[src/rtl/vga_read_unit.sv]
module vga_read_unit #(
  parameter int PW = 8
) (
  input  logic          clk,
  input  logic          rst_n,
  input  logic          rd_valid_i,
  input  logic [4*PW-1:0] rd_data_i,
  input  logic [1:0]    addr_lo_i,
  input  logic [1:0]    chain_i,
  input  logic          cmp_mode_i,
  input  logic [1:0]    plane_sel_i,
  input  logic [3:0]    cmp_color_i,
  input  logic [3:0]    cmp_care_i,
  output logic [PW-1:0] host_data_o,
  output logic          host_valid_o
);
  localparam int NP = 4;

  logic [1:0]    plane;
  logic [PW-1:0] sel_byte;
  logic [PW-1:0] cmp_byte;

  always_comb begin
    case (chain_i)
      2'b01:   plane = {plane_sel_i[1], addr_lo_i[0]};
      2'b10:   plane = addr_lo_i;
      default: plane = plane_sel_i;
    endcase
  end

  assign sel_byte = rd_data_i[plane*PW +: PW];

  always_comb begin
    for (int n = 0; n < PW; n++) begin
      cmp_byte[n] = 1'b1;
      for (int b = 0; b < NP; b++)
        if (cmp_care_i[b] && (rd_data_i[b*PW+n] != cmp_color_i[b]))
          cmp_byte[n] = 1'b0;
    end
  end

  always_ff @(posedge clk or negedge rst_n) begin
    if (!rst_n) begin
      host_data_o  <= '0;
      host_valid_o <= 1'b0;
    end else begin
      host_valid_o <= rd_valid_i;
      if (rd_valid_i) host_data_o <= cmp_mode_i ? cmp_byte : sel_byte;
    end
  end

  a_r2_valid_follows: assert property (@(posedge clk) disable iff (!rst_n)
    rd_valid_i |=> host_valid_o);
  a_r2_valid_drops: assert property (@(posedge clk) disable iff (!rst_n)
    !rd_valid_i |=> !host_valid_o);
  a_r9_hold: assert property (@(posedge clk) disable iff (!rst_n)
    !rd_valid_i |=> $stable(host_data_o));
  a_r8_all_ignored: assert property (@(posedge clk) disable iff (!rst_n)
    (rd_valid_i && cmp_mode_i && cmp_care_i == 4'b0000) |=> host_data_o == '1);
  a_r5_chain4_addr: assert property (@(posedge clk) disable iff (!rst_n)
    (rd_valid_i && !cmp_mode_i && chain_i == 2'b10)
      |=> host_data_o == PW'($past(rd_data_i >> (PW * addr_lo_i))));
endmodule

[config.mk]
export PLATFORM = sky130hd
export DESIGN_NAME = vga_read_unit
export DESIGN_NICKNAME = d
export VERILOG_FILES = /design/src/rtl/vga_read_unit.sv
export SDC_FILE = /design/constraint.sdc
export NUM_CORES = 1
export LEC_CHECK = 0
export BUFFER_PORTS_ARGS = -buffer_cell sky130_fd_sc_hd__clkbuf_2
export CAP_MARGIN = 20
export CORE_ASPECT_RATIO = 0.8
export CORE_MARGIN = 2
export CORE_UTILIZATION = 49
export DETAILED_ROUTE_END_ITERATION = 7
export HOLD_SLACK_MARGIN = 0.06
export PLACE_DENSITY = 0.82
export SLEW_MARGIN = 20
export SYNTH_ARGS = -nofsm -noshare
export SYNTH_HDL_FRONTEND = slang
export SYNTH_SLANG_ARGS = --single-unit
export TNS_END_PERCENT = 100
[constraint.sdc]
create_clock -name clk -period 1.9 [get_ports clk]
set_input_delay 0.095 -clock clk [delete_from_list [all_inputs] [get_ports clk]]
set_output_delay 0.095 -clock clk [all_outputs]
set_load 0.05 [all_outputs]
==> impl_results.md, run 1 <==
* Worst Setup Path Type: input pin to register
* Cells after Synth at 123
* DR iter-0 viols at between 100 and 150
* Finished Cell Area at 0.00141 mm^2
* Relative slew slack at between 70% and 80%
* Post-synth top flop: dfrtp_1
* Sw Share at between 40% and 50%
* GRT Total Usage at roughly 27%
* Sequential fraction of design power at between 20% and 30%
* Register area share after synthesis at 19.7%
* Worst-Skew Late Latency at 270 ps
* Total negative slack at 0 ps
* Synth Cell Area at around 0.0011 mm^2
* Vias in the first global route at approximately 1200
* Final HPWL DP at approximately 2700 um
* ANT cells at 0
* Clock skew at 0 ps
* Fin util at ~65%
* LEAKAGE at between 0.7 and 0.8 nW
* Final Cycle Share at approximately 68%
* Max Cap Viol at 0
* Synthesized area per cell at between 9 and 10 um^2
* Power per cell area at 605 mW/mm^2
* CTS max path bufs at 2
* Core area at roughly 0.0022 mm^2
* WL/cell at approximately 18 um
* Maximum VDD drop at between 0.5 and 0.6 mV
* Slew @ Worst Pin at ~390 ps
* Cts repair resizes at 0
* Synthesis warning total at 0
* Initial Util at 52.5%
* 1st-pass router iterations at 7
* Port bufs at a little under 60
* Gpl congestion at between 0.8 and 0.9
* Vias/cell at approximately 6.1
* Placed inst area at around 0.0014 mm^2
* Nets at 227
* Final setup vio count at 0
* Layout cell share with drive strength beyond 1 at between 30% and 40%
* Row count at 15
* CP Max Fanout at 16
* Worst hold-check path type: input pin to register
* NetSw at 0.378 mW
* Int Power at roughly 0.47 mW
* Synth Net Count at between 150 and 200
* Largest net degree at the start of global routing at 19
* Gate power share at a little over half
* Ys async rst share at 100%
* CTS Buf Count at 3
* Required time of the critical path at approximately 2000 ps
* Final hold violations at 0
* Slew Limit Fails at 0
* CTS Root Cell: clkbuf_4
* Setup crit end kind: register
* Initial antenna violation count at 0
* Vias at roughly 1200
* Die Height at between 40 and 50 um
* Register bit total from synthesis at 9
* Outcome: finished clean
* Die area at about 0.0027 mm^2
* Clk sinks at 9
* RSZ-0062 raised after global routing: no
* Final min period at about 1300 ps
* Max Fclk at slightly below 800 MHz
* CP startpoint kind: input pin
* DRC Markers at 0
* Clk pwr share at between 15 and 20%
* CTS tree: done
* CTS H-Tree Depth at 1
* EDFF count, synth at 0
* First-pass GRT wire length at about 5500 um
* Die X at just under 60 um
* Arrival @ worst endpoint at between 1000 and 1500 ps
* Synth unique cells at 21
* Total Wirelength at between 3000 and 4000 um
* Grt total ovfl at 0
* CTS clk-pin slew, worst paths at 70 ps
* Ports at 59
* Layout area overhead at 23.4%
* Final ANT Viol Nets at 0
## power by group through the flow
stage               logic [mW]  registers, mW  clock network [mW]
floorplan                0.223          0.349                   0
global placement         0.440          0.240                   0
detailed placement       0.453          0.241                   0
CTS                      0.457          0.239               0.159
global route             0.491          0.241               0.170
finish                   0.458          0.239               0.156
## synthesized netlist by cell type, drive strengths merged, types with 2 or more instances
| master | instances | area, um^2 |
|---|---|---|
| xor2 | 32 | 280 |
| mux2i | 16 | 160 |
| nand2 | 11 | 41.3 |
| buf | 10 | 85.1 |
| dfrtp | 9 | 225 |
| nor2b | 9 | 56.3 |
| a222oi | 8 | 80.1 |
| a41oi | 8 | 70.1 |
| o221ai | 8 | 70.1 |
| clkbuf | 3 | 12.5 |
| o21ai | 3 | 15.0 |
| ha | 2 | 25.0 |
| inv | 2 | 7.51 |
## path summary, 6_finish.rpt
kind                                      from  slack [ps]  cells after the start             end
min in group asynchronous                rst_n         230                      2  host_data_o[0]
worst min-delay path             rd_data_i[19]         170                      3  host_data_o[3]
worst min register to register  host_data_o[6]         630                      3  host_data_o[6]
worst max-delay path                chain_i[0]         610                      8  host_data_o[4]
worst max register to register  host_data_o[0]         910                      3  host_data_o[0]
max in group asynchronous                rst_n        1460                      2  host_data_o[6]
## critical path, stage by stage
cell	delay, ps
clkbuf_2	90
inv_1	40
ha_1	320
nand2_1	80
o21a_1	110
buf_4	280
mux2i_1	230
o221ai_1	140
## flip-flops by register name, indices dropped and copies added (netlist names)
register / flops
host_valid_o: 1
host_data_o: 8
## stage by stage
step                      setup WS (ps)  cells  power, mW  hold WS (ps)
after floorplan                     582    123      0.572          -201
final                               615    199      0.853           172
after detailed placement            338    194      0.694         -25.4
after CTS                           614    199      0.855           180
after global placement              400    194      0.680         -28.4
after global routing                534    199      0.902           190
## final cells by class
| cell class | instances | area, um^2 |
|---|---|---|
| repair buffers | 60 | 308 |
| flip-flops and latches | 9 | 225 |
| well taps | 25 | 31.3 |
| multi-input cells | 99 | 812 |
| fillers | 197 | 767 |
| inverters | 2 | 7.51 |
| clock buffers | 4 | 26.3 |
## metal layers
metal  track usage (%)  routed length [um]  part of all wire (%)  vias to the layer above
met1              35.8                1450                    41                      558
met4              9.30                  34                  0.97                        0
met2              44.3                1640                    47                       83
met5                 0                   0                     0                        -
met3              6.61                 378                    11                        6
li1                  -                   -                     -                      569
## timing repair
item                      4_1_cts  5_1_grt
hold buffers                    1        0
buffers inserted                0        0
hold endpoints to repair        9        0
## cells by family (layout without fill, tap and decap cells)
group                      count (synthesis)  after routing  share of synthesized area, %
xor gates and xnor gates                  32             32                          24.5
AOI/OAI and AO/OA                         28             28                          21.2
and+or+nand+nor                           21             21                          9.09
muxes                                     16             16                          14.0
buffers and inverters                     15             66                          9.20
DFF                                        9              9                          19.7
adders and majority gates                  2              2                          2.19
## placed cells by master, fill, tap and decap left out, drive strengths merged
master,n
clkbuf,62
xor2,32
mux2i,16
nand2,11
nor2b,9
dfrtp,9
a222oi,8
a41oi,8
o221ai,8
o21ai,3
inv,2
ha,2
nand2b,1
o21a,1
dlygate4sd3,1
buf,1
(Power assumes the default switching activity.)
==> run 2, diff against run 1 <==
- CORE_UTILIZATION: 49 -> 45
- PLACE_DENSITY: 0.82 -> 0.76
- clock period: 1.9 -> 1.3 ns (I/O delays scaled with it)
==> run 2 against run 1 <==
  * Hold slack got worse by 34 ps
  * Non-clock buffer count increased by 4
  * Combinational power increased by 50%
  * Cell area increased by 4.2%
  * Utilization decreased by 4.1 points
  * Largest cell class unchanged
  * Worst setup slack got worse by 510 ps
  * Cell count increased by 7.5%
==> impl_results.md, run 2 (same netlist as run 1, synthesis figures left out) <==
* Fin util at between 60 and 70%
* Power per cell area at 863 mW/mm^2
* Filler cells at between 200 and 250
* Vias in the first global route at around 1300
* Ports at 59
* Clk sinks at 9
* LEAKAGE at approximately 0.77 nW
* Pwr Total at approximately 1.3 mW
* Port bufs at 58
* Max reg flops at 8
* Setup crit end kind: register
* WL/cell at 16.6 um
* GR peak layer: met2
* Crit path largest cell delay at 320 ps
* Max Fclk at ~840 MHz
* Final hold violations at 0
* First-pass GRT wire length at between 5000 and 6000 um
* Slew @ Worst Pin at approximately 320 ps
* CTS tree: done
* Layout area overhead at 28.6%
* Finished Layout Cells at between 200 and 250
* Final min period at approximately 1200 ps
* Final Cycle Share at 92.0%
* RSZ-0062 raised after global routing: no
* Post-CTS setup buffers at 0
* Met1 usage at around 35%
* Commonest non-fill, non-tap cell in the layout: clkbuf_2
* CTS max path bufs at 2
* Worst Setup Path Type: input pin to register
* ANT cells at 0
* Grt total ovfl at 0
* Relative slew slack at between 70% and 80%
* CTS Root Cell: clkbuf_4
* Routing usage on met3 at roughly 3.7%
* Worst-Skew Late Latency at ~260 ps
* Maximum VDD drop at about 0.39 mV
* Largest net degree at the start of global routing at 18
* CTS H-Tree Depth at 1
* Placed cells at about 210
* Nets at between 200 and 250
* Total Wirelength at about 3500 um
* GRT Total Usage at about a quarter
* Worst setup margin at around 100 ps
* Initial Util at 47.2%
* Arrival @ worst endpoint at between 1000 and 1500 ps
* CP Max Fanout at 16
* Worst hold-check path type: input pin to register
* Required time of the critical path at roughly 1400 ps
* Die Height at a little under 50 um
* Largest regs: host_data_o (8), host_valid_o (1)
* 1st-pass router iterations at 4
* CP startpoint kind: input pin
* Outcome: finished clean
* Gpl congestion at ~0.9
* Final ANT Viol Nets at 0
* CTS clk-pin slew, worst paths at 70 ps
* DP Worst Slack at -182 ps
* Layout cell share with drive strength beyond 1 at between 30% and 40%
* Most frequent cells in the layout: clkbuf_2 (58), xor2_1 (32), mux2i_1 (16)
* Slowest CP cell: ha_1
* Row count at 16
* Met2 Resource Use GR at 41.8%
* DR iter-0 viols at 65
* Crit-path cells: clkbuf_2 -> inv_1 -> ha_1 -> nand2_1 -> o21a_1 -> buf_12 -> mux2i_1 -> o221ai_1
* Vias/cell at 5.69
* CTS Buf Count at 3
* Initial antenna violation count at 0
* Largest reg by FF count: host_data_o
* Die area at between 0.002 and 0.003 mm^2
* Slew Limit Fails at 0
* Final HPWL DP at 2730 um
* Final setup vio count at 0
* Clock skew at 0 ps
* Die X at roughly 60 um
* Core area at approximately 0.0024 mm^2
* DRC Markers at 0
* Vias at roughly 1200
* Max Cap Viol at 0
[run 2: cell types whose count changed in the layout (fill, tap and decap cells not counted), sizes merged]
cell,previous run,this run
buf,1,5
[run 2: power by group]
group | internal, mW | switching (mW) | total (mW) | leakage, nW
Clock | 0.119 | 0.110 | 0.229 | 0.0150
Combinational | 0.267 | 0.422 | 0.689 | 0.647
Sequential | 0.325 | 0.0242 | 0.349 | 0.112
Total | 0.710 | 0.557 | 1.27 | 0.775
[run 2: timing repair]
item | CTS | global route
setup endpoints to repair | 0 | 1
gates resized for setup | 0 | 1
hold buffers | 1 | 0
endpoints found under the hold margin | 9 | 0
[run 2: routing by layer]
layer | part of all wire, % | up-vias
met4 | 0.54 | 0
met5 | 0 | -
met1 | 42 | 586
met2 | 50 | 57
li1 | - | 571
met3 | 7.3 | 4
[run 2: final timing paths]
kind	from	endpoint	slack (ps)	cells past startpoint
worst max-delay path	chain_i[0]	host_data_o[7]	100	8
worst min-delay path	rd_valid_i	host_valid_o	140	2
worst max register to register	host_data_o[6]	host_data_o[6]	320	3
worst min register to register	host_data_o[1]	host_data_o[1]	630	3
max in group asynchronous	rst_n	host_data_o[4]	900	2
min in group asynchronous	rst_n	host_data_o[5]	180	2
[run 2: metrics by stage]
stage          hold slack (ps)  cell area [um^2]  setup TNS [ps]
3_3_place_gp             -58.6              1430            -741
4_1_cts                    132              1470               0
3_5_place_dp             -61.2              1430           -1260
5_1_grt                    139              1470               0
6_report                   139              1470               0
2_1_floorplan             -231              1140               0
[run 2: critical path: cells and delay by family]
kind / cells / cell delay (ps)
adder cells (fa/ha/maj): 1 / 320
multiplexers: 1 / 230
AND/OR/NAND/NOR: 1 / 80
buffers and inverters: 3 / 320
AO/OA/AOI/OAI: 2 / 300
[run 2: layout make-up]
| class | count | area [um^2] | area share (%) |
|---|---|---|---|
| Clock buffer | 4 | 26.3 | 1.79 |
| Inverter | 2 | 7.51 | 0.511 |
| Multi-Input combinational cell | 99 | 815 | 55.5 |
| Sequential cell | 9 | 225 | 15.3 |
| Tap cell | 36 | 45.0 | 3.07 |
| Timing Repair Buffer | 64 | 350 | 23.9 |
==> run 3, diff against run 2 <==
- CORE_UTILIZATION: 45 -> 41
- PLACE_DENSITY: 0.76 -> 0.72
- SKIP_LAST_GASP: default -> 1
- clock period: 1.3 -> 0.99 ns (I/O delays scaled with it)
==> run 3 against run 2 <==
  * The run now ends with setup timing left
  * Wire length is 7.6% higher
  * Worst setup slack worse by 160 ps
  * Total power is 42% higher
  * Global-route usage is 1.2 points lower
  * Sequential power is 33% higher
  * Flip-flop and latch count stayed put
  * Clock power is 34% higher
  * Critical path depth stayed put
  * Critical path type unchanged
  * Register-to-register slack worse by 320 ps
  * Critical endpoint is now host_data_o[4]
  * First-iteration DRC count is 48% higher
  * Hold slack worse by 26 ps
==> impl_results.md, run 3 (same netlist as run 1, synthesis figures left out) <==
* Met3 WL at between 300 and 400 um
* CP Max Fanout at 8
* Crit path largest cell delay at approximately 250 ps
* Core area at 0.00270 mm^2
* WHS Endpoint: host_valid_o
* Die area at about 0.0032 mm^2
* Min-delay src: rd_valid_i
* Slew Limit Fails at 0
* Pwr Total at roughly 1.8 mW
* Relative slew slack at approximately 73%
* Worst-Skew Late Latency at 270 ps
* Commonest non-fill, non-tap cell in the layout: clkbuf_2
* Nets at 233
* Int Power at a little over 1 mW
* Top Metal Used: met4
* Outcome: complete, but fails checks
* Sequential fraction of design power at 25.8%
* CTS max path bufs at 2
* Maximum VDD drop at about 0.64 mV
* Crit-path cells: clkbuf_16 -> inv_8 -> ha_4 -> nand2_4 -> o21a_4 -> buf_12 -> mux2i_1 -> o221ai_1
* Ports at 59
* Slew @ Worst Pin at a little over 400 ps
* RSZ-0062 raised after global routing: yes
* Largest net degree at the start of global routing at 18
* Vias at about 1200
* R2r setup slk at 0 ps
* Initial antenna violation count at 0
* Largest regs: host_data_o (8), host_valid_o (1)
* Gate power share at a little under three fifths
* Hold Crit Depth at 2
* Row count at 17
* CTS clk-pin slew, worst paths at ~70 ps
* Final HPWL DP at between 2000 and 3000 um
* NetSw at slightly below 0.8 mW
* Vias/cell at 5.71
* Most frequent cells in the layout: clkbuf_2 (55), xor2_1 (32), mux2i_1 (12)
* Die Height at around 51 um
* GRT Total Usage at 24.7%
* Reg2reg start: host_data_o[4]
* Total Wirelength at 3820 um
* Gpl congestion at 0.893
* CTS Buf Count at 3
* Vias in the first global route at 1318
* Worst setup margin at -51.9 ps
* LEAKAGE at a little over 0.8 nW
* Power per cell area at between 1000 and 1500 mW/mm^2
* Failing checks: setup timing
* CTS Root Cell: clkbuf_4
* Clk pwr share at 17.0%
* Required time of the critical path at 1120 ps
* Max Fclk at about 960 MHz
* Placed cells at around 210
* CTS H-Tree Depth at 1
* Port bufs at 58
* Layout cell share with drive strength beyond 1 at around 49%
* Finished Layout Cells at 218
* Largest reg by FF count: host_data_o
* Slowest CP cell: ha_4
* CP startpoint kind: input pin
* Routed wl met2 at 1990 um
* Worst Setup Path Type: input pin to register
* 1st-pass router iterations at 4
* First-pass GRT wire length at between 6000 and 7000 um
* WL/cell at ~18 um
* Worst Setup SP: chain_i[0]
* Final min period at roughly 1000 ps
* Final hold violations at 0
* Sw Share at a little over two fifths
* Crit Reg-Reg Endpoint: host_data_o[4]
* Initial Util at about 42%
* CTS tree: done
* Final Cycle Share at 105%
* Met1 Wirelength at 1480 um
* Clk sinks at 9
* Clock skew at 0 ps
* Max Cap Viol at 0
* Grt total ovfl at 0
* ANT cells at 0
* Worst hold-check path type: input pin to register
* Final ANT Viol Nets at 0
* Die X at approximately 63 um
* Reg2Reg Depth at 3
* Setup crit end kind: register
* Layout area overhead at 45.5%
* Final setup vio count at 6
* DRC Markers at 0
* Max reg flops at 8
* Arrival @ worst endpoint at roughly 1200 ps
* DR iter-0 viols at 96
==> run 3: changes by cell type in the layout (fill, tap and decap cells not counted), sizes merged <==
cell and delta:
clkbuf -1, buf +3
==> run 3: stage by stage <==
stage	hold slack [ps]	util (%)	area [um^2]	setup slack, ps	TNS (ps)
final	113	61.5	1660	-51.9	-188
after global routing	109	61.5	1660	-89.5	-548
after CTS	112	60.9	1650	-95.3	-605
after detailed placement	-69.7	55.9	1510	-437	-3340
after global placement	-75.5	55.9	1510	-376	-2850
after floorplan	-246	-	1190	-157	-1200
==> run 3: routing by layer <==
metal	GRT usage, %	up-vias
met5	0	-
met4	8.52	0
met3	4.63	5
met2	44.5	59
met1	29.6	605
li1	-	575
==> run 3: worst max-delay path by stage <==
| stage | to | slack [ps] | depth (start not counted) |
|---|---|---|---|
| 2_1_floorplan | host_data_o[2] | -160 | 8 |
| 4_1_cts | host_data_o[4] | -100 | 9 |
| 3_3_place_gp | host_data_o[2] | -380 | 8 |
| 5_1_grt | host_data_o[5] | -90 | 8 |
| 3_5_place_dp | host_data_o[5] | -440 | 7 |
| 6_report | host_data_o[4] | -50 | 8 |
==> run 3: final cells by class <==
cell class,instances,area [um^2]
Inverter,2,17.5
Fill cell,236,1040
Multi-Input combinational cell,99,893
Tap cell,38,47.5
Timing Repair Buffer,66,443
Sequential cell,9,234
Clock buffer,4,26.3
==> run 3: power groups by stage <==
stage                     registers [mW]  logic (mW)  clock network (mW)
final                              0.464        1.03               0.306
after global routing               0.472        1.10               0.333
after CTS                          0.465        1.01               0.305
after detailed placement           0.472       0.932                   0
after global placement             0.471       0.902                   0
after floorplan                    0.682       0.436                   0
==> run 3: critical path, delay by kind of cell <==
family / cells / cell delay [ps]
adders and majority gates: 1 / 250
buffers and inverters: 3 / 300
and+or+nand+nor: 1 / 70
AOI/OAI and AO/OA: 2 / 280
muxes: 1 / 220
==> run 3: timing repair <==
item / CTS / global route
resized for setup: 12 / 15
buffers inserted: 2 / 0
gates cloned: 1 / 0
hold buffers: 1 / 0
endpoints found under the hold margin: 9 / 0
pin swaps: 2 / 3
endpoints found under the setup margin: 8 / 9
